File: src/rtl/xcvr_pkg.sv
package xcvr_pkg;
  typedef enum logic [1:0] {
    MODE_STBY   = 2'd0,
    MODE_SETTLE = 2'd1,
    MODE_NORM   = 2'd2
  } xcvr_mode_e;
endpackage

File: src/rtl/xcvr_mode_seq.sv
module xcvr_mode_seq
  import xcvr_pkg::*;
#(
  parameter int unsigned SETTLE_CYC = 2500
) (
  input  logic       clk_i,
  input  logic       rst_ni,
  input  logic       stby_i,
  output xcvr_mode_e mode_o
);
  localparam int unsigned SW = $clog2(SETTLE_CYC + 1);
  localparam logic [SW-1:0] SC_LAST = SW'(SETTLE_CYC - 1);

  xcvr_mode_e mode_q;
  logic [SW-1:0] sc_q;

  always_ff @(posedge clk_i or negedge rst_ni) begin
    if (!rst_ni) begin
      mode_q <= MODE_STBY;
      sc_q   <= '0;
    end else if (stby_i) begin
      mode_q <= MODE_STBY;
      sc_q   <= '0;
    end else begin
      unique case (mode_q)
        MODE_STBY: begin
          // first low sample counts as one
          mode_q <= (SETTLE_CYC <= 1) ? MODE_NORM : MODE_SETTLE;
          sc_q   <= SW'(1);
        end
        MODE_SETTLE: begin
          if (sc_q == SC_LAST) mode_q <= MODE_NORM;
          else                 sc_q   <= sc_q + SW'(1);
        end
        default: mode_q <= MODE_NORM;
      endcase
    end
  end

  assign mode_o = mode_q;

  a_r1_stby_wins: assert property (@(posedge clk_i) disable iff (!rst_ni)
    stby_i |=> (mode_q == MODE_STBY));

  a_r5_settle_bound: assert property (@(posedge clk_i) disable iff (!rst_ni)
    (mode_q == MODE_SETTLE) |-> (sc_q < SW'(SETTLE_CYC)));

  generate
    if (SETTLE_CYC > 1) begin : g_no_skip
      a_r5_no_skip: assert property (@(posedge clk_i) disable iff (!rst_ni)
        (mode_q == MODE_STBY) |=> (mode_q != MODE_NORM));
    end
  endgenerate
endmodule

File: src/rtl/xcvr_wake_filter.sv
module xcvr_wake_filter #(
  parameter int unsigned WAKE_CYC = 100
) (
  input  logic clk_i,
  input  logic rst_ni,
  input  logic en_i,
  input  logic dom_i,
  output logic wake_o
);
  localparam int unsigned WW = $clog2(WAKE_CYC + 1);
  localparam logic [WW-1:0] WC_LAST = WW'(WAKE_CYC - 1);

  logic [WW-1:0] cnt_q;
  logic          wake_q;

  always_ff @(posedge clk_i or negedge rst_ni) begin
    if (!rst_ni) begin
      cnt_q  <= '0;
      wake_q <= 1'b0;
    end else if (!en_i || !dom_i) begin
      cnt_q  <= '0;
      wake_q <= 1'b0;
    end else if (!wake_q) begin
      if (cnt_q == WC_LAST) wake_q <= 1'b1;
      else                  cnt_q  <= cnt_q + WW'(1);
    end
  end

  assign wake_o = wake_q;

  a_r3_wake_needs_dom: assert property (@(posedge clk_i) disable iff (!rst_ni)
    $rose(wake_q) |-> $past(dom_i && en_i));

  a_r3_recessive_clears: assert property (@(posedge clk_i) disable iff (!rst_ni)
    !dom_i |=> !wake_q);

  a_r10_norm_clears: assert property (@(posedge clk_i) disable iff (!rst_ni)
    !en_i |=> !wake_q);
endmodule

File: src/rtl/xcvr_supply_gate.sv
module xcvr_supply_gate (
  input  logic clk_i,
  input  logic rst_ni,
  input  logic vdd_ok_i,
  input  logic vio_ok_i,
  output logic drv_ok_o
);
  logic pwr_q;

  // armed once both supplies seen good; only main supply loss disarms
  always_ff @(posedge clk_i or negedge rst_ni) begin
    if (!rst_ni)                  pwr_q <= 1'b0;
    else if (!vdd_ok_i)           pwr_q <= 1'b0;
    else if (vio_ok_i)            pwr_q <= 1'b1;
  end

  assign drv_ok_o = vdd_ok_i & (pwr_q | vio_ok_i);

  a_r6_vdd_drop: assert property (@(posedge clk_i) disable iff (!rst_ni)
    !vdd_ok_i |=> !pwr_q);

  a_r6_arm: assert property (@(posedge clk_i) disable iff (!rst_ni)
    $rose(pwr_q) |-> $past(vdd_ok_i && vio_ok_i));
endmodule

File: src/rtl/xcvr_mode_ctrl.sv
module xcvr_mode_ctrl
  import xcvr_pkg::*;
#(
  parameter int unsigned WAKE_CYC   = 100,
  parameter int unsigned SETTLE_CYC = 2500
) (
  input  logic clk_i,
  input  logic rst_ni,
  input  logic stby_i,
  input  logic txd_i,
  input  logic bus_dom_i,
  input  logic vdd_ok_i,
  input  logic vio_ok_i,
  input  logic otemp_i,
  output logic drv_dom_o,
  output logic split_en_o,
  output logic rx_hs_o,
  output logic rxd_o
);
  xcvr_mode_e mode;
  logic       is_norm;
  logic       wake;
  logic       drv_ok;

  xcvr_mode_seq #(.SETTLE_CYC(SETTLE_CYC)) i_seq (
    .clk_i  (clk_i),
    .rst_ni (rst_ni),
    .stby_i (stby_i),
    .mode_o (mode)
  );

  assign is_norm = (mode == MODE_NORM);

  xcvr_wake_filter #(.WAKE_CYC(WAKE_CYC)) i_wake (
    .clk_i  (clk_i),
    .rst_ni (rst_ni),
    .en_i   (!is_norm),
    .dom_i  (bus_dom_i),
    .wake_o (wake)
  );

  xcvr_supply_gate i_supply (
    .clk_i    (clk_i),
    .rst_ni   (rst_ni),
    .vdd_ok_i (vdd_ok_i),
    .vio_ok_i (vio_ok_i),
    .drv_ok_o (drv_ok)
  );

  assign drv_dom_o  = is_norm & drv_ok & ~otemp_i & ~txd_i;
  assign split_en_o = is_norm & vdd_ok_i;
  assign rx_hs_o    = is_norm;
  assign rxd_o      = is_norm ? (~vdd_ok_i | ~bus_dom_i) : ~wake;

  a_r5_drv_only_norm: assert property (@(posedge clk_i) disable iff (!rst_ni)
    $rose(drv_dom_o) |-> (mode == MODE_NORM));
endmodule

File: config.mk
export PLATFORM = sky130hd
export DESIGN_NAME = xcvr_mode_ctrl
export DESIGN_NICKNAME = d
export VERILOG_FILES = /design/src/rtl/xcvr_pkg.sv /design/src/rtl/xcvr_mode_seq.sv /design/src/rtl/xcvr_wake_filter.sv /design/src/rtl/xcvr_supply_gate.sv /design/src/rtl/xcvr_mode_ctrl.sv
export SDC_FILE = /design/constraint.sdc
export NUM_CORES = 1
export LEC_CHECK = 0
export BUFFER_PORTS_ARGS = -buffer_cell sky130_fd_sc_hd__buf_2
export CORE_ASPECT_RATIO = 1.4
export CORE_MARGIN = 2
export CORE_UTILIZATION = 60
export CTS_BUF_LIST = sky130_fd_sc_hd__clkbuf_2
export DETAILED_ROUTE_END_ITERATION = 10
export HOLD_SLACK_MARGIN = 0.15
export PLACE_DENSITY = 0.84
export SETUP_SLACK_MARGIN = 0.02
export SLEW_MARGIN = 20
export SYNTH_ARGS = -nofsm -noshare
export SYNTH_HDL_FRONTEND = slang
export SYNTH_SLANG_ARGS = --single-unit
File: constraint.sdc
create_clock -name clk_i -period 2.3 [get_ports clk_i]
set_clock_uncertainty 0.05 [all_clocks]
set_input_delay 0.115 -clock clk_i [delete_from_list [all_inputs] [get_ports clk_i]]
set_output_delay 0.115 -clock clk_i [all_outputs]
set_load 0.01 [all_outputs]
==> results_dict.tcl, run 1 <==
set metrics [dict create \
    initial_core_util 0.629 \
    required_ns 2.53 \
    yosys.area_share.simple 0.312 \
    die_x_um 42.2 \
    antenna_found_initial 0 \
    power_leakage_uw 0.000579 \
    diodes 0 \
    gp_congestion 0.853 \
    drive_gt1_frac 0.131 \
    path_clk_slew_ns 0.19 \
    p_per_area_nw_per_um2 468 \
    post-cts-setup-buffers 0 \
    hold_buffers 5 \
    numClockSinks 23 \
    synth-compound-area-share 0.0745 \
    relSlewSlack 0.665 \
    htreeDepth 1 \
    cp_max_fo 5 \
    intPower_uw 484 \
    placed_area_um2 1290 \
    hold_path.class "in -> async" \
    clkLatencyLatePin_ns 0.33 \
    r2r_cells 5 \
    cts_tree "done" \
    netlist_area_um2 1230 \
    synthAdderAreaFrac 0.0204 \
    switching_share 0.241 \
    p_sw_uw 153 \
    route.met3.wl_um 42 \
    io_pins 12 \
    grt_max_degree 24 \
    design_area_um2 1360 \
    start_kind "register" \
    r2r-end "i_seq.sc_q[1]" \
    ir_drop_v 0.000381 \
    comb_power_share 0.083 \
    ys_types 38 \
    status "finished, final reports clean" \
    ant_nets 0 \
    place_inst 157 \
    synthMuxAreaShare 0.0173 \
    synth-seq-cells 23 \
    synth_top_flop_cell "dfrtp_1" \
    drt_pass1_iterations 4 \
    cap_violations 0 \
    synth_edf_count 0 \
    final.setup.tns_ns 0 \
    clock_path_buffers 2 \
    period_minus_slack_ns 1.80 \
    wl_per_cell_um 14.2 \
    io_buffer_count 11 \
    fin_crit_sh 0.783 \
    yosysMostFrequentCell "dfrtp_1" \
    post_drt_via_cell_ratio 5.92 \
    clockRootBuffer "clkbuf_2" \
    drv_slew 0 \
    syn-num-nets 137 \
    path_class "reg -> reg" \
    cts_buffers 3 \
    met2_length_um 1250 \
    wl_met1_um 948 \
    rsz0062_at_grt "no" \
    syn_to_final_growth_pct 11.0 \
    dr.max_layer_used "met4" \
    yosysTopAreaCellShare 0.469 \
    clock_power_share 0.250 \
    synth_area_leaders "dfrtp_1 (47%), nor2_1 (5.5%), xnor2_1 (4.3%)" \
    syn_inst 127 \
    synth_top_family_by_area "simple AND/OR/NAND/NOR gates" \
    finalSetupViolCount 0 \
    dieArea_um2 2430 \
    r2r-start "i_seq.sc_q[0]" \
    num-fill-cells 153 \
    core_area_um2 1950 \
    grt_pass1_wl_um 4130 \
    synth_area_leader_cell "dfrtp_1" \
    yosysWarnings 0 \
    drt_iter0_drc 21 \
    async_reset_ff_frac 1.00 \
    dpl.hpwl_um 1730 \
    synth-seq-area-share 0.469 \
    netlist_top_cells_count "dfrtp_1 (23), nor2_1 (18), nand2_1 (10), nand3_1 (7), xnor2_1 (6)" \
    rows 19 \
    grt-ovfl-total 0 \
    worstMarginPinSlew_ns 0.502 \
    die_h_um 57.5 \
    utilization 0.698 \
    seqPwrFrac 0.666 \
    layout.cells.non_filler 166 \
    grt_pass1_vias 1011 \
    cp-end-kind "register" \
    hold_viol_final 0 \
    power_uw 637 \
    route.detailed.drc 0 \
    max_freq_ghz 0.555 \
    route.vias.total 982 \
    arrival_ns 2.04 \
    r2r_slack_ns 0.50 \
    synth-xor-area-share 0.0714 \
    layout.nets 156 \
    routed_wl_um 2360 \
    cts_resized 0 \
    synth.avg_cell_area_um2 9.65 \
    gr-usage-all-layers 0.222 \
]
==> per-stage QoR <==
| stage | setup slack [ns] | hold WS [ns] |
|---|---|---|
| after floorplan | 0.642 | -0.231 |
| after global placement | 0.602 | 0.0592 |
| after detailed placement | 0.538 | 0.0651 |
| after CTS | 0.497 | 0.198 |
| after global routing | 0.403 | 0.224 |
| final | 0.499 | 0.195 |
==> logic make-up (layout without fill, tap and decap cells) <==
group,count (synthesis),in the layout
compound gates,15,15
xor+xnor,10,10
fa+ha+maj,2,2
buf+inv,8,26
flops,23,23
mux,2,2
simple gates,67,67
==> cells in the final DEF (no fill, tap or decap), types with 5 or more instances in the layout <==
| master | count |
|---|---|
| nand3_1 | 7 |
| inv_1 | 5 |
| dfrtp_1 | 23 |
| dlygate4sd3_1 | 5 |
| a21oi_1 | 5 |
| xnor2_1 | 6 |
| buf_2 | 11 |
| nor2_1 | 18 |
| nand2_1 | 10 |
==> worst max-delay path by stage <==
stage	from	end	slack [ns]	cells past startpoint
2_1_floorplan	i_seq.sc_q[0]	i_seq.sc_q[1]	0.64	5
3_3_place_gp	i_seq.sc_q[0]	i_seq.sc_q[1]	0.60	5
3_5_place_dp	i_seq.sc_q[0]	i_seq.sc_q[1]	0.54	5
4_1_cts	i_seq.sc_q[0]	i_seq.sc_q[1]	0.50	5
5_1_grt	i_seq.sc_q[0]	i_seq.sc_q[1]	0.40	5
6_report	i_seq.sc_q[0]	i_seq.sc_q[1]	0.50	5
==> power groups by stage <==
| stage | clock, uW | sequential, uW | combinational, uW |
|---|---|---|---|
| 5_1_grt | 181 | 427 | 61.1 |
| 3_3_place_gp | 0 | 430 | 43.9 |
| 6_report | 160 | 424 | 53.2 |
| 4_1_cts | 169 | 424 | 53.7 |
| 3_5_place_dp | 0 | 431 | 46.8 |
| 2_1_floorplan | 0 | 428 | 27.7 |
==> registers in the layout, indices dropped and copies added, names as in the netlist <==
| name | count |
|---|---|
| i_supply.pwr_q | 1 |
| i_seq.sc_q | 12 |
| i_wake.cnt_q | 7 |
| i_wake.wake_o | 1 |
| i_seq.mode_o | 2 |
==> worst max-delay path, stage by stage, from the launching register on <==
cell      delay [ns]
dfrtp_1         0.46
ha_1            0.27
nor4bb_2        0.20
and4_4          0.21
or4b_1          0.47
nand3_1         0.10
==> final cells by class <==
type	instances	area (um^2)	share of cell area
Clock buffer	4	20.0	0.0147
Inverter	5	18.8	0.0138
Multi-Input combinational cell	96	608	0.447
Timing Repair Buffer	17	113	0.0827
Sequential cell	23	576	0.423
Tap cell	21	26.3	0.0193
==> layer usage <==
| layer | vias to the layer above | global-route usage |
|---|---|---|
| met1 | 465 | 0.257 |
| met4 | 0 | 0.161 |
| met2 | 19 | 0.374 |
| met5 | - | 0 |
| met3 | 11 | 0.0253 |
| li1 | 487 | - |
Note: power is estimated with default switching activity, not from simulation.
==> run 2: changes to the inputs <==
CORE_UTILIZATION = 54   (was 60)
PLACE_DENSITY = 0.8   (was 0.84)
clock period = 1.6 ns   (was 2.3 ns; I/O delays follow)
==> run 2 against run 1 <==
Compared with the run above: the flow now finishes with violations (setup timing); clock power grew 46%; sequential power grew 43%; via count grew 18%; sequential share of layout area shrank 7.8 points; worst hold slack lost 0.043 ns; maximum frequency grew 4.7%; total power grew 48%; cell count grew 16%; combinational power grew 97%; wire length grew 36%; global-route usage grew 0.51 points.
==> results_dict.tcl, run 2 (synthesized netlist as in run 1, its figures left out) <==
set metrics [dict create \
    numClockSinks 23 \
    period_minus_slack_ns 1.72 \
    max_stage_delay_ns 0.60 \
    max_freq_ghz 0.581 \
    clkLatencyLatePin_ns 0.34 \
    cts_tree "done" \
    path_class "reg -> reg" \
    dieArea_um2 2670 \
    gr-usage-all-layers 0.227 \
    hold_viol_final 0 \
    finalSetupViolCount 5 \
    rows 20 \
    grt_pass1_vias 1061 \
    layout_common_cells "buf_4 (21), dfrtp_1 (20), nor2_1 (18)" \
    htreeDepth 1 \
    grt_max_degree 24 \
    clockRootBuffer "clkbuf_2" \
    ant_nets 0 \
    slowest_stage "or4_1" \
    rsz0062_at_grt "yes" \
    die_h_um 60.4 \
    cp_max_fo 4 \
    drive_gt1_frac 0.368 \
    layout_setup_ws_ns -0.120 \
    layout.nets 182 \
    route.detailed.drc 0 \
    power_leakage_uw 0.000725 \
    io_pins 12 \
    post_drt_via_cell_ratio 6.02 \
    grt-ovfl-total 0 \
    wl_per_cell_um 16.6 \
    fin_crit_sh 1.08 \
    violations "setup timing" \
    worstMarginPinSlew_ns 0.521 \
    design_area_um2 1680 \
    arrival_ns 1.95 \
    path_buf_inv 1 \
    largest_reg_flops 12 \
    hold_path.class "in -> async" \
    path_clk_slew_ns 0.22 \
    drt_iter0_drc 45 \
    route.vias.total 1162 \
    dpl.hpwl_um 1810 \
    cts_buffers 3 \
    drv_slew 0 \
    grt_pass1_wl_um 4490 \
    crit_family "simple AND/OR/NAND/NOR gates" \
    dpl_worst_slack_ns -0.0629 \
    drt_pass1_iterations 4 \
    start_kind "register" \
    die_x_um 44.3 \
    relSlewSlack 0.653 \
    final_common_cell "buf_4" \
    ir_drop_v 0.000463 \
    power_uw 945 \
    gp_congestion 0.857 \
    required_ns 1.83 \
    initial_core_util 0.570 \
    core_area_um2 2150 \
    cp-end-kind "register" \
    p_per_area_nw_per_um2 562 \
    status "finished, violations left" \
    antenna_found_initial 0 \
    diodes 0 \
    clock_path_buffers 2 \
    syn_to_final_growth_pct 37.0 \
    io_buffer_count 11 \
    routed_wl_um 3210 \
    cap_violations 0 \
    top_register "i_seq.sc_q" \
    placed_area_um2 1400 \
    path_cells "buf_6 -> nand4_1 -> or4_1 -> a31oi_1" \
]
[run 2: changes by cell type in the layout (fill, tap and decap cells not counted), sizes merged]
cell    delta
buf       +26
clkinv     +1
clkbuf     -1
[run 2: per-stage QoR]
step	hold WS (ns)	util	std cells	setup TNS, ns
6_report	0.152	0.781	193	-0.347
5_1_grt	0.180	0.781	193	-0.618
4_1_cts	0.178	0.720	185	-0.0856
3_5_place_dp	0.0303	0.651	171	-0.0629
3_3_place_gp	0.0228	0.651	171	0
2_1_floorplan	-0.266	-	127	0
[run 2: power by group]
group	internal, uW	switching, uW
Clock	56.7	176
Sequential	595	11.8
Combinational	49.8	55.6
Total	701	243
[run 2: per-layer routing]
metal  vias up  global-route usage  share of wire
li1        537                   -              -
met1       574               0.264           0.38
met2        40               0.418           0.56
met3        11              0.0179          0.041
met4         0               0.104          0.023
met5         -                   0              0
[run 2: what timing repair did]
action / 4_1_cts / 5_1_grt
hold buffers: 5 / 0
buffers inserted: 5 / 8
gates resized for setup: 9 / 16
pin swaps: 5 / 7
setup endpoints to repair: 8 / 13
hold endpoints to repair: 38 / 0
[run 2: area by class of cell]
cell class | instances | area, um^2
well taps | 22 | 27.5
flip-flops and latches | 23 | 579
clock inverters | 1 | 5.00
fillers | 117 | 472
clock buffers | 3 | 15.0
inverters | 5 | 18.8
repair buffers | 43 | 330
multi-input cells | 96 | 704
[run 2: path summary, 6_finish.rpt]
kind	from	end	slack [ns]	cells after the start
setup reg to reg	i_seq.sc_q[2]	i_seq.sc_q[7]	-0.12	4
max in group asynchronous	rst_ni	i_seq.sc_q[3]	0.95	2
hold / removal	rst_ni	i_supply.pwr_q	0.15	2
hold reg to reg	i_wake.cnt_q[6]	i_wake.cnt_q[6]	0.51	2
setup / recovery	i_seq.sc_q[2]	i_seq.sc_q[7]	-0.12	4
min in group clk_i	otemp_i	drv_dom_o	0.36	3
